===== config.mk =====
export PLATFORM = sky130hd
export DESIGN_NAME = lsu_agu_top
export DESIGN_NICKNAME = d
export VERILOG_FILES = /design/src/rtl/lsu_pkg.sv /design/src/rtl/lsu_agu.sv /design/src/rtl/lsu_fifo.sv /design/src/rtl/lsu_ext.sv /design/src/rtl/lsu_agu_top.sv
export SDC_FILE = /design/constraint.sdc
export NUM_CORES = 1
export LEC_CHECK = 0
export BUFFER_PORTS_ARGS = -buffer_cell sky130_fd_sc_hd__buf_4
export CAP_MARGIN = 40
export CORE_MARGIN = 2
export CORE_UTILIZATION = 50
export CTS_BUF_LIST = sky130_fd_sc_hd__clkbuf_8 sky130_fd_sc_hd__clkbuf_16
export DETAILED_ROUTE_END_ITERATION = 12
export PLACE_DENSITY = 0.77
export SYNTH_ARGS = -nofsm -noshare
export SYNTH_HDL_FRONTEND = slang
export SYNTH_SLANG_ARGS = --single-unit

===== constraint.sdc =====
create_clock -name clk -period 3.6 [get_ports clk]
set_input_delay 0.72 -clock clk [delete_from_list [all_inputs] [get_ports clk]]
set_output_delay 0.72 -clock clk [all_outputs]
set_load 0.05 [all_outputs]

===== src/rtl/lsu_pkg.sv =====
package lsu_pkg;
  localparam int REG_W   = 5;
  localparam int CAUSE_W = 5;

  typedef enum logic [1:0] {
    SZ_BYTE = 2'b00,
    SZ_HALF = 2'b01,
    SZ_WORD = 2'b10,
    SZ_DBL  = 2'b11
  } lsu_size_e;

  localparam logic [CAUSE_W-1:0] CAUSE_LD_MISALIGN = 5'd4;
  localparam logic [CAUSE_W-1:0] CAUSE_ST_MISALIGN = 5'd6;
endpackage


===== src/rtl/lsu_agu.sv =====
module lsu_agu
  import lsu_pkg::*;
#(
  parameter int XLEN   = 64,
  parameter int ADDR_W = 32
) (
  input  logic [XLEN-1:0]    base_i,
  input  logic [XLEN-1:0]    offs_i,
  input  logic [1:0]         size_i,
  input  logic               store_i,
  output logic [ADDR_W-1:0]  addr_o,
  output logic               misal_o,
  output logic [CAUSE_W-1:0] cause_o
);
  logic [XLEN-1:0] sum;
  logic [3:0]      bad_by_size;

  assign sum    = base_i + offs_i;
  assign addr_o = sum[ADDR_W-1:0];

  // one misalignment test per width code; code k needs low k bits clear
  for (genvar k = 0; k < 4; k++) begin : g_align
    if (k == 0) begin : g_byte
      assign bad_by_size[k] = 1'b0;
    end else begin : g_wide
      assign bad_by_size[k] = |sum[k-1:0];
    end
  end

  assign misal_o = bad_by_size[size_i];
  assign cause_o = store_i ? CAUSE_ST_MISALIGN : CAUSE_LD_MISALIGN;
endmodule


===== src/rtl/lsu_fifo.sv =====
module lsu_fifo #(
  parameter int W     = 8,
  parameter int DEPTH = 4
) (
  input  logic                         clk,
  input  logic                         rst_n,
  input  logic                         push_i,
  input  logic [W-1:0]                 din_i,
  input  logic                         pop_i,
  output logic [W-1:0]                 head_o,
  output logic                         full_o,
  output logic                         empty_o,
  output logic [$clog2(DEPTH+1)-1:0]   count_o
);
  localparam int PTR_W = (DEPTH > 1) ? $clog2(DEPTH) : 1;
  localparam int CNT_W = $clog2(DEPTH + 1);

  logic [W-1:0]     mem [DEPTH];
  logic [PTR_W-1:0] wr_ptr, rd_ptr;
  logic [CNT_W-1:0] cnt;

  function automatic logic [PTR_W-1:0] bump(input logic [PTR_W-1:0] p);
    return (p == PTR_W'(DEPTH - 1)) ? '0 : p + 1'b1;
  endfunction

  always_ff @(posedge clk) begin
    if (push_i) mem[wr_ptr] <= din_i;
  end

  always_ff @(posedge clk or negedge rst_n) begin
    if (!rst_n) begin
      wr_ptr <= '0;
      rd_ptr <= '0;
      cnt    <= '0;
    end else begin
      if (push_i) wr_ptr <= bump(wr_ptr);
      if (pop_i)  rd_ptr <= bump(rd_ptr);
      case ({push_i, pop_i})
        2'b10:   cnt <= cnt + 1'b1;
        2'b01:   cnt <= cnt - 1'b1;
        default: cnt <= cnt;
      endcase
    end
  end

  assign head_o  = mem[rd_ptr];
  assign full_o  = (cnt == CNT_W'(DEPTH));
  assign empty_o = (cnt == '0);
  assign count_o = cnt;

  // the producer never writes into a full queue
  a_r3_no_overflow: assert property (@(posedge clk) disable iff (!rst_n)
    push_i |-> !full_o);
  // the consumer never reads an empty queue
  a_r3_no_underflow: assert property (@(posedge clk) disable iff (!rst_n)
    pop_i |-> !empty_o);
endmodule


===== src/rtl/lsu_ext.sv =====
module lsu_ext #(
  parameter int XLEN = 64
) (
  input  logic [XLEN-1:0] raw_i,
  input  logic [1:0]      size_i,
  input  logic            uns_i,
  output logic [XLEN-1:0] ext_o
);
  localparam int SHW = $clog2(XLEN) + 1;

  logic [SHW-1:0]  shamt;
  logic [XLEN-1:0] up;

  // move the field to the top, then shift back logically or arithmetically
  always_comb begin
    shamt = SHW'(XLEN - (8 << size_i));
    up    = raw_i << shamt;
    if (uns_i) ext_o = up >> shamt;
    else       ext_o = $unsigned($signed(up) >>> shamt);
  end
endmodule


===== src/rtl/lsu_agu_top.sv =====
module lsu_agu_top
  import lsu_pkg::*;
#(
  parameter int XLEN   = 64,
  parameter int ADDR_W = 32,
  parameter int ROB_W  = 4,
  parameter int DEPTH  = 4
) (
  input  logic               clk,
  input  logic               rst_n,
  input  logic               stall_i,
  input  logic               issue_valid_i,
  output logic               issue_ready_o,
  input  logic [ROB_W-1:0]   rob_i,
  input  logic [REG_W-1:0]   rd_i,
  input  logic [XLEN-1:0]    imm_i,
  input  logic               store_i,
  input  logic [1:0]         size_i,
  input  logic               unsigned_i,
  input  logic [XLEN-1:0]    rs1_i,
  input  logic [XLEN-1:0]    rs2_i,
  output logic               req_valid_o,
  input  logic               req_ready_i,
  output logic               req_store_o,
  output logic [2:0]         req_size_o,
  output logic [ADDR_W-1:0]  req_addr_o,
  output logic [XLEN-1:0]    req_data_o,
  input  logic               resp_valid_i,
  output logic               resp_ready_o,
  input  logic [XLEN-1:0]    resp_data_i,
  output logic               done_o,
  output logic [ROB_W-1:0]   done_rob_o,
  output logic [REG_W-1:0]   wb_rd_o,
  output logic               wb_load_o,
  output logic [XLEN-1:0]    wb_data_o,
  output logic               exc_valid_o,
  output logic [CAUSE_W-1:0] exc_cause_o,
  output logic [ROB_W-1:0]   exc_rob_o
);
  typedef struct packed {
    logic [ROB_W-1:0]  rob;
    logic [REG_W-1:0]  rd;
    logic              store;
    logic              uns;
    logic [1:0]        size;
    logic [ADDR_W-1:0] addr;
    logic [XLEN-1:0]   data;
  } lsu_ent_t;

  localparam int ENT_W = $bits(lsu_ent_t);
  localparam int CNT_W = $clog2(DEPTH + 1);

  logic [ADDR_W-1:0]  ea;
  logic               misal;
  logic [CAUSE_W-1:0] cause;
  lsu_ent_t           new_ent, head, infl_q;
  logic [ENT_W-1:0]   head_bits;
  logic               full, empty;
  logic [CNT_W-1:0]   q_count;
  logic               accept, push, req_fire, resp_fire;
  logic               busy_q, hold_q;
  logic [XLEN-1:0]    ext_data;

  lsu_agu #(.XLEN(XLEN), .ADDR_W(ADDR_W)) u_agu (
    .base_i  (rs1_i),
    .offs_i  (imm_i),
    .size_i  (size_i),
    .store_i (store_i),
    .addr_o  (ea),
    .misal_o (misal),
    .cause_o (cause)
  );

  always_comb begin
    new_ent.rob   = rob_i;
    new_ent.rd    = rd_i;
    new_ent.store = store_i;
    new_ent.uns   = unsigned_i;
    new_ent.size  = size_i;
    new_ent.addr  = ea;
    new_ent.data  = rs2_i;
  end

  assign issue_ready_o = !full && !stall_i;
  assign accept        = issue_valid_i && issue_ready_o;
  assign push          = accept && !misal;

  lsu_fifo #(.W(ENT_W), .DEPTH(DEPTH)) u_fifo (
    .clk     (clk),
    .rst_n   (rst_n),
    .push_i  (push),
    .din_i   (new_ent),
    .pop_i   (req_fire),
    .head_o  (head_bits),
    .full_o  (full),
    .empty_o (empty),
    .count_o (q_count)
  );
  assign head = lsu_ent_t'(head_bits);

  // a request already on the wire survives a stall; a fresh one waits
  assign req_valid_o = !empty && !busy_q && (!stall_i || hold_q);
  assign req_fire    = req_valid_o && req_ready_i;
  assign req_store_o = head.store;
  assign req_size_o  = {head.uns, head.size};
  assign req_addr_o  = head.addr;
  assign req_data_o  = head.data;

  assign resp_ready_o = busy_q;
  assign resp_fire    = resp_valid_i && busy_q;

  lsu_ext #(.XLEN(XLEN)) u_ext (
    .raw_i  (resp_data_i),
    .size_i (infl_q.size),
    .uns_i  (infl_q.uns),
    .ext_o  (ext_data)
  );

  always_ff @(posedge clk or negedge rst_n) begin
    if (!rst_n) begin
      busy_q      <= 1'b0;
      hold_q      <= 1'b0;
      infl_q      <= '0;
      done_o      <= 1'b0;
      done_rob_o  <= '0;
      wb_rd_o     <= '0;
      wb_load_o   <= 1'b0;
      wb_data_o   <= '0;
      exc_valid_o <= 1'b0;
      exc_cause_o <= '0;
      exc_rob_o   <= '0;
    end else begin
      hold_q <= req_valid_o && !req_ready_i;
      if (req_fire) begin
        busy_q <= 1'b1;
        infl_q <= head;
      end else if (resp_fire) begin
        busy_q <= 1'b0;
      end
      done_o <= resp_fire;
      if (resp_fire) begin
        done_rob_o <= infl_q.rob;
        wb_rd_o    <= infl_q.rd;
        wb_load_o  <= !infl_q.store;
        wb_data_o  <= infl_q.store ? '0 : ext_data;
      end
      exc_valid_o <= accept && misal;
      if (accept && misal) begin
        exc_cause_o <= cause;
        exc_rob_o   <= rob_i;
      end
    end
  end

  // an untaken request keeps its contents
  a_r5_req_stable: assert property (@(posedge clk) disable iff (!rst_n)
    req_valid_o && !req_ready_i |=> req_valid_o && $stable(req_addr_o)
                                    && $stable(req_data_o) && $stable(req_size_o));
  // response readiness starts only after a request was taken
  a_r9_resp_after_req: assert property (@(posedge clk) disable iff (!rst_n)
    $rose(resp_ready_o) |-> $past(req_valid_o && req_ready_i));
  // a completion follows a taken response
  a_r8_done_after_resp: assert property (@(posedge clk) disable iff (!rst_n)
    done_o |-> $past(resp_valid_i && resp_ready_o));
  // only the two misalignment causes appear
  a_r6_cause_code: assert property (@(posedge clk) disable iff (!rst_n)
    exc_valid_o |-> (exc_cause_o == CAUSE_LD_MISALIGN || exc_cause_o == CAUSE_ST_MISALIGN));
  // a faulting access leaves the queue occupancy untouched
  a_r6_fault_not_queued: assert property (@(posedge clk) disable iff (!rst_n)
    accept && misal && !req_fire |=> $stable(q_count));
  // under stall with no departure the queue occupancy is frozen
  a_r4_stall_freeze: assert property (@(posedge clk) disable iff (!rst_n)
    stall_i && !req_fire |=> $stable(q_count));
endmodule


==> results of run 1 <==
Yosys cell counts (3+ instances only):
library cell,instances
edfxtp_1,436
mux4_2,109
nand2_1,108
dfrtp_1,104
buf_4,102
o21ai_0,81
a21oi_1,79
clkbuf_1,42
ha_1,37
a21o_1,29
nor2_1,28
mux2_2,21
xnor2_1,17
buf_2,14
inv_1,14
xor2_1,13
nand2b_1,11
a211oi_1,10
a22o_1,10
and2_1,9
o22ai_1,9
buf_1,8
nor3_1,7
o21bai_1,7
a2111oi_0,6
nand3_1,6
a31oi_1,5
and3_1,5
nand4_1,3
critical path, delay by kind of cell, from the launching register on:
family,cells,cell delay (ns)
buffers and inverters,2,0.68
multiplexers,1,0.63
flip-flops,1,0.44
cell families (layout without fill, tap and decap cells):
family / count (synthesis) / count (layout) / share of synthesized area
flip-flops: 540 / 540 / 0.690
adder cells (fa/ha/maj): 39 / 39 / 0.0221
AND/OR/NAND/NOR: 189 / 189 / 0.0371
other: 1 / 3 / 0.000165
buffers and inverters: 182 / 556 / 0.0477
XOR/XNOR: 30 / 30 / 0.0116
multiplexers: 131 / 131 / 0.119
AO/OA/AOI/OAI: 264 / 264 / 0.0723
metal layers:
layer,track usage,share of wire,up-vias
met5,0,0,-
met4,0.0584,0.023,0
met3,0.0566,0.079,94
met2,0.382,0.50,535
met1,0.289,0.40,6565
li1,-,-,5913
path summary, 6_finish.rpt:
path	to	cells after the start
hold / removal	wb_data_o[2]$_DFFE_PN0P_	1
max in group asynchronous	wb_data_o[8]$_DFFE_PN0P_	2
min in group clk	hold_q$_DFF_PN0_	2
setup / recovery	req_size_o[0]	3
setup reg to reg	wb_data_o[23]$_DFFE_PN0P_	7
hold reg to reg	wb_data_o[44]$_DFFE_PN0P_	2
sequential cells by signal, indices dropped and copies added, names as in the netlist:
register / count
u_fifo.wr_ptr: 2
exc_cause_o: 2
hold_q: 1
done_rob_o: 4
infl_q: 13
exc_valid_o: 1
wb_load_o: 1
resp_ready_o: 1
wb_rd_o: 5
done_o: 1
u_fifo.rd_ptr: 2
u_fifo.count_o: 3
u_fifo.mem: 436
exc_rob_o: 4
wb_data_o: 64
metrics by stage:
step	cells	total power (W)	worst slack (ns)	instance area, µm²	util
2_1_floorplan	1378	0.0156	-0.287	22700	-
3_3_place_gp	2247	0.0178	-0.0806	26000	0.577
3_5_place_dp	2249	0.0179	-0.106	26000	0.577
4_1_cts	2352	0.0237	0.407	27900	0.618
5_1_grt	2352	0.0244	0.336	27900	0.618
6_report	2352	0.0234	0.497	27900	0.618
cell type report:
class	count	area share
Sequential cell	540	0.563
Clock inverter	47	0.0163
Inverter	16	0.00215
Timing Repair Buffer	437	0.127
Tap cell	600	0.0269
Clock buffer	56	0.0499
Multi-Input combinational cell	656	0.214
power groups by stage:
stage	registers [W]	logic, W	clock network (W)
after global placement	0.00812	0.00965	0
after CTS	0.00803	0.00976	0.00588
after floorplan	0.00917	0.00639	0
final	0.00801	0.00964	0.00574
after global routing	0.00809	0.0102	0.00611
after detailed placement	0.00815	0.00971	0
cells in the final DEF, fill, tap and decap left out, drive strengths merged, types with 7 or more instances in the layout:
master,Yosys,layout
dfrtp,104,104
mux4,109,109
a22o,10,10
nor3,7,7
inv,14,24
o22ai,9,9
a2111oi,7,7
o21ai,84,84
clkbuf,42,56
a21oi,80,80
a211oi,10,10
mux2,21,21
nand3,7,7
nand2,108,108
a21o,29,29
o21bai,7,7
xor2,13,13
xnor2,17,17
nand2b,11,11
edfxtp,436,436
clkinv,2,26
ha,37,37
nor2,29,29
bufinv,0,8
buf,124,437
and2,9,9
==> flow_metrics.py, run 1 <==
metrics = {
    "run_status": {
        "status": "complete, no violations",
    },
    "clock_tree": {
        "clkSinkCount": 540,
        "clock_latency_ns": 0.61,
        "post_cts_resized": 0,
        "hold_buffers": 0,
        "cts_buffer_depth": 3,
        "cts_setup_buffers": 0,
        "path_clk_slew_ns": 0.06,
        "cts_tree": "yes",
        "htreeDepth": 2,
        "clockRootBuffer": "clkbuf_16",
        "tritoncts.num_buffers": 55,
    },
    "floorplanning": {
        "boundaryPins": 463,
        "initial_core_util": 0.504,
        "core-area_um2": 45100,
        "die_y_um": 217,
        "die_w_um": 217,
        "std_cell_rows": 78,
        "die-area_um2": 47200,
    },
    "grt": {
        "first_global_vias": 13545,
        "grt_start_max_net_pins": 68,
        "grt_pass1_wl_mm": 80.1,
        "antenna_found_initial": 0,
        "grt.overflow.total": 0,
        "track_usage": 0.224,
    },
    "layout": {
        "antenna_cells": 0,
        "nets": 2020,
        "multiInputGateArea_um2": 5980,
        "seq_area_um2": 15700,
        "fillCellCount": 3263,
        "syn_to_final_growth_pct": 22.6,
        "drive_above_1_share": 0.381,
    },
    "critical_path": {
        "worst-setup-path-type": "register to primary output",
        "arrival_ns": 2.38,
        "cp-startpoint": "u_fifo.rd_ptr[0]$_DFFE_PN0P_",
        "crit_path_end_kind": "primary output",
        "startpoint_type": "register",
        "r2r_setup_slack_ns": 1.12,
        "cp_cell_sequence": "buf_12 -> mux4_2 -> buf_4",
        "r2r-start": "infl_q[97]$_DFFE_PN0P_",
        "cp_slowest_cell": "mux4_2",
        "cpPeakStageDelay_ns": 0.63,
        "crit_fanout": 67,
        "worstPathRequired_ns": 2.88,
    },
    "power": {
        "p_comb_frac": 0.412,
        "power.clock.fraction": 0.245,
        "power.leakage_nw": 10.7,
        "p_per_area_nw_per_um2": 840,
        "power_frac_seq": 0.342,
        "switching_share": 0.390,
        "p_int_w": 0.0143,
        "peakVddDrop_uv": 518,
        "p_switching_w": 0.00914,
    },
    "route": {
        "vias": 13107,
        "ant_nets": 0,
        "viasPerCell": 5.57,
        "firstDrtPassIters": 5,
        "wirelength_mm": 52.5,
        "drtIter0Drc": 986,
        "wl_per_cell_um": 22.3,
        "drc": 0,
    },
    "place": {
        "dpl.hpwl_mm": 35.5,
        "routabilityCongestion": 0.902,
        "io_buffer_count": 395,
    },
    "sta": {
        "slew_viol_final": 0,
        "setup_tns_ns": 0,
        "hold_viol": 0,
        "skew_ns": 0.0222,
        "fmax_ghz": 0.322,
        "rsz0062_at_grt": "no",
        "finalCriticalPeriod_ns": 3.10,
        "setup_viol": 0,
        "finalCritPeriodShare": 0.862,
        "worst_pin_slew_ns": 0.748,
        "relSlewSlack": 0.501,
        "whs_ns": 0.105,
    },
    "synthesis": {
        "synth_top_area_share": 0.576,
        "ys_warn_count": 0,
        "synthFlopType": "edfxtp_1",
        "synth_edf_count": 436,
        "yosysSeqAreaShare": 0.690,
        "synth_top_cell_by_area": "edfxtp_1",
        "avgSynthCellArea_um2": 16.5,
        "synthArstFlopShare": 0.193,
        "syn_area_um2": 22700,
        "synth_cell_types": 65,
        "synth-seq-cells": 540,
        "synth_cells": 1376,
        "ys_top_cells_by_area": "edfxtp_1, dfrtp_1, mux4_2, buf_4, ha_1",
    },
    "worst_hold_path": {
        "hp-class": "primary input to async pin",
    },
    "job": {
        "drv_cap": 0,
    },
}
No activity file was read; power rests on OpenSTA's default activity.
==> run 2, diff against run 1 <==
--- a/config.mk
+++ b/config.mk
@@ -5,13 +5,16 @@
 export SDC_FILE = /design/constraint.sdc
 export NUM_CORES = 1
 export LEC_CHECK = 0
+export ABC_AREA = 1
 export BUFFER_PORTS_ARGS = -buffer_cell sky130_fd_sc_hd__buf_4
 export CAP_MARGIN = 40
+export CELL_PAD_IN_SITES_DETAIL_PLACEMENT = 0
+export CELL_PAD_IN_SITES_GLOBAL_PLACEMENT = 2
 export CORE_MARGIN = 2
-export CORE_UTILIZATION = 50
+export CORE_UTILIZATION = 32
 export CTS_BUF_LIST = sky130_fd_sc_hd__clkbuf_8 sky130_fd_sc_hd__clkbuf_16
 export DETAILED_ROUTE_END_ITERATION = 12
-export PLACE_DENSITY = 0.77
+export PLACE_DENSITY_LB_ADDON = 0.1
 export SYNTH_ARGS = -nofsm -noshare
 export SYNTH_HDL_FRONTEND = slang
 export SYNTH_SLANG_ARGS = --single-unit
==> run 2 against run 1 <==
Die area up 63%. Worst setup slack lost 0.13 ns. Register-to-register slack gained 0.07 ns. Routed wire length is 33% higher. Non-clock buffer count increased by 9. Sequential power about the same. Via count grew 26%. Total power rose by 11%. First-iteration DRC count decreased by 4.5%. Utilization shrank 22 points. Clock power is 3% higher. Critical path type unchanged. Largest cell class unchanged. Highest routed layer is now met5.
==> flow_metrics.py, run 2 <==
metrics = {
    "grt": {
        "first_global_vias": 16717,
        "grt_pass1_wl_mm": 105,
        "track_usage": 0.178,
        "grt.overflow.total": 0,
        "antenna_found_initial": 2,
        "grt_start_max_net_pins": 115,
    },
    "synthesis": {
        "synthMostInstantiatedCell": "edfxtp_1",
        "synthFlopType": "edfxtp_1",
        "synth_top_cell_by_area": "edfxtp_1",
        "synth-seq-cells": 540,
        "ys_top_cells_by_count": "edfxtp_1, nand2_1, nor2_1",
        "synthArstFlopShare": 0.193,
        "synth_cell_types": 41,
        "synth_cells": 2208,
        "syn_area_um2": 23900,
        "avgSynthCellArea_um2": 10.8,
        "synth_top_area_share": 0.548,
        "synth_edf_count": 436,
        "yosysSeqAreaShare": 0.657,
        "ys_warn_count": 0,
        "ys_top_cells_by_area": "edfxtp_1, dfrtp_1, nand2_1, o21ai_0, nor2_1",
    },
    "critical_path": {
        "cp-startpoint": "u_fifo.rd_ptr[0]$_DFFE_PN0P_",
        "r2r-end": "wb_data_o[12]$_DFFE_PN0P_",
        "worst-setup-path-type": "register to primary output",
        "r2r_setup_slack_ns": 1.19,
        "r2r_cells": 8,
        "r2r-start": "infl_q[96]$_DFFE_PN0P_",
        "worstSetupEndpoint": "req_addr_o[3]",
        "startpoint_type": "register",
        "worstPathRequired_ns": 2.88,
        "arrival_ns": 2.52,
        "crit_fanout": 43,
        "crit_path_end_kind": "primary output",
    },
    "clock_tree": {
        "post_cts_resized": 0,
        "hold_buffers": 0,
        "clock_latency_ns": 0.64,
        "clockRootBuffer": "clkbuf_16",
        "clkSinkCount": 540,
        "cts_setup_buffers": 0,
        "cts_buffer_depth": 3,
        "cts_tree": "yes",
        "path_clk_slew_ns": 0.06,
        "tritoncts.num_buffers": 60,
        "htreeDepth": 2,
    },
    "power": {
        "power.leakage_nw": 12.1,
        "peakVddDrop_uv": 763,
        "p_per_area_nw_per_um2": 877,
    },
    "floorplanning": {
        "core-area_um2": 74200,
        "std_cell_rows": 100,
        "die-area_um2": 76800,
        "initial_core_util": 0.322,
        "die_y_um": 277,
        "die_w_um": 277,
        "boundaryPins": 463,
    },
    "place": {
        "placed_cell_area_um2": 27600,
        "io_buffer_count": 395,
        "dpl.hpwl_mm": 48.0,
        "routabilityCongestion": 0.785,
    },
    "route": {
        "wirelength_mm": 69.7,
        "vias": 16565,
        "wl_per_cell_um": 19.7,
        "firstDrtPassIters": 4,
        "ant_nets": 0,
        "drc": 0,
        "viasPerCell": 4.69,
        "drtIter0Drc": 942,
    },
    "layout": {
        "final_cell_mix": "edfxtp_1, buf_4, nand2_1, nor2_1, o21ai_0",
        "final_common_cell": "edfxtp_1",
        "largest-register": "u_fifo.mem",
        "drive_above_1_share": 0.226,
        "syn_to_final_growth_pct": 23.6,
        "antenna_cells": 0,
        "fin_util": 0.398,
        "fillCellCount": 7286,
        "reg_top3": "u_fifo.mem x436, wb_data_o x64, infl_q x13",
        "nets": 2834,
        "fin_area_um2": 29500,
        "seq_area_um2": 15700,
        "multiInputGateArea_um2": 6450,
        "largest_register_ffs": 436,
    },
    "sta": {
        "setup_viol": 0,
        "hold_viol": 0,
        "fmax_ghz": 0.309,
        "skew_ns": 0.0491,
        "finalCriticalPeriod_ns": 3.24,
        "worst_pin_slew_ns": 0.674,
        "relSlewSlack": 0.551,
        "slew_viol_final": 0,
        "rsz0062_at_grt": "no",
        "finalCritPeriodShare": 0.899,
    },
    "job": {
        "drv_cap": 0,
    },
    "run_status": {
        "status": "complete, no violations",
    },
    "worst_hold_path": {
        "hp-class": "primary input to async pin",
    },
}
==> run 2: cell types whose count changed after synthesis, sizes merged, moves of 23 or more <==
cell,delta
a21o,-23
nand3,+33
mux4,-109
o22ai,+100
clkbuf,+25
nor2,+284
nand2,+290
o21ai,+221
inv,+148
a21oi,-41
==> run 2: critical path, cell delays in order, from the launching register on <==
cell,delay [ns]
dfrtp_4,0.52
inv_6,0.30
buf_4,0.31
o21ai_0,0.10
o22ai_1,0.34
buf_4,0.28
==> run 2: worst min-delay path by stage <==
stage                          startpoint                         end  slack, ns  cells after the start
2_1_floorplan                       rst_n            done_o$_DFF_PN0_       0.42                      0
3_3_place_gp   exc_cause_o[2]$_DFFE_PN0P_  exc_cause_o[2]$_DFFE_PN0P_       0.46                      1
3_5_place_dp   exc_cause_o[2]$_DFFE_PN0P_  exc_cause_o[2]$_DFFE_PN0P_       0.46                      1
4_1_cts                             rst_n    exc_rob_o[0]$_DFFE_PN0P_       0.11                      1
5_1_grt                             rst_n    exc_rob_o[0]$_DFFE_PN0P_       0.16                      1
6_report                            rst_n    exc_rob_o[0]$_DFFE_PN0P_       0.13                      1
==> run 2: through the flow <==
step,std cells,setup WS (ns),hold WS (ns),total power [W],TNS [ns]
after detailed placement,3427,0.164,0.456,0.0203,0
final,3532,0.362,0.133,0.0259,0
after CTS,3532,0.275,0.109,0.0263,0
after global routing,3532,0.192,0.156,0.0273,0
after floorplan,2210,-0.291,0.424,0.0171,-120.17
after global placement,3426,0.161,0.457,0.0202,0
==> run 2: layout make-up <==
class                           instances  area share
Clock inverter                         33     0.00903
Inverter                              163      0.0210
Timing Repair Buffer                  446       0.122
Tap cell                              969      0.0411
Multi-Input combinational cell       1309       0.218
Clock buffer                           72      0.0568
Sequential cell                       540       0.532
==> run 2: cell families (layout without fill, tap and decap cells) <==
kind of cell | after synthesis | count (layout) | synth area share
flops | 540 | 540 | 0.657
compound gates | 475 | 475 | 0.112
simple gates | 775 | 775 | 0.128
fa+ha+maj | 39 | 39 | 0.0211
xor+xnor | 17 | 17 | 0.00623
other cells | 1 | 3 | 0.000157
buf+inv | 361 | 714 | 0.0757
==> run 2: metal layers <==
layer,up-vias,part of all wire,global-route usage,wire (µm)
met4,2,0.020,0.0414,1420
met3,85,0.042,0.0325,2920
met5,-,0.00019,0,13
li1,8121,-,-,-
met2,335,0.48,0.298,33100
met1,8022,0.46,0.241,32200
==> run 2: power by group <==
group	total, W	internal, W	switching, W
sequential	0.00802	0.00764	0.000390
combinational	0.0119	0.00321	0.00873
clock	0.00591	0.00344	0.00247
total	0.0259	0.0143	0.0116
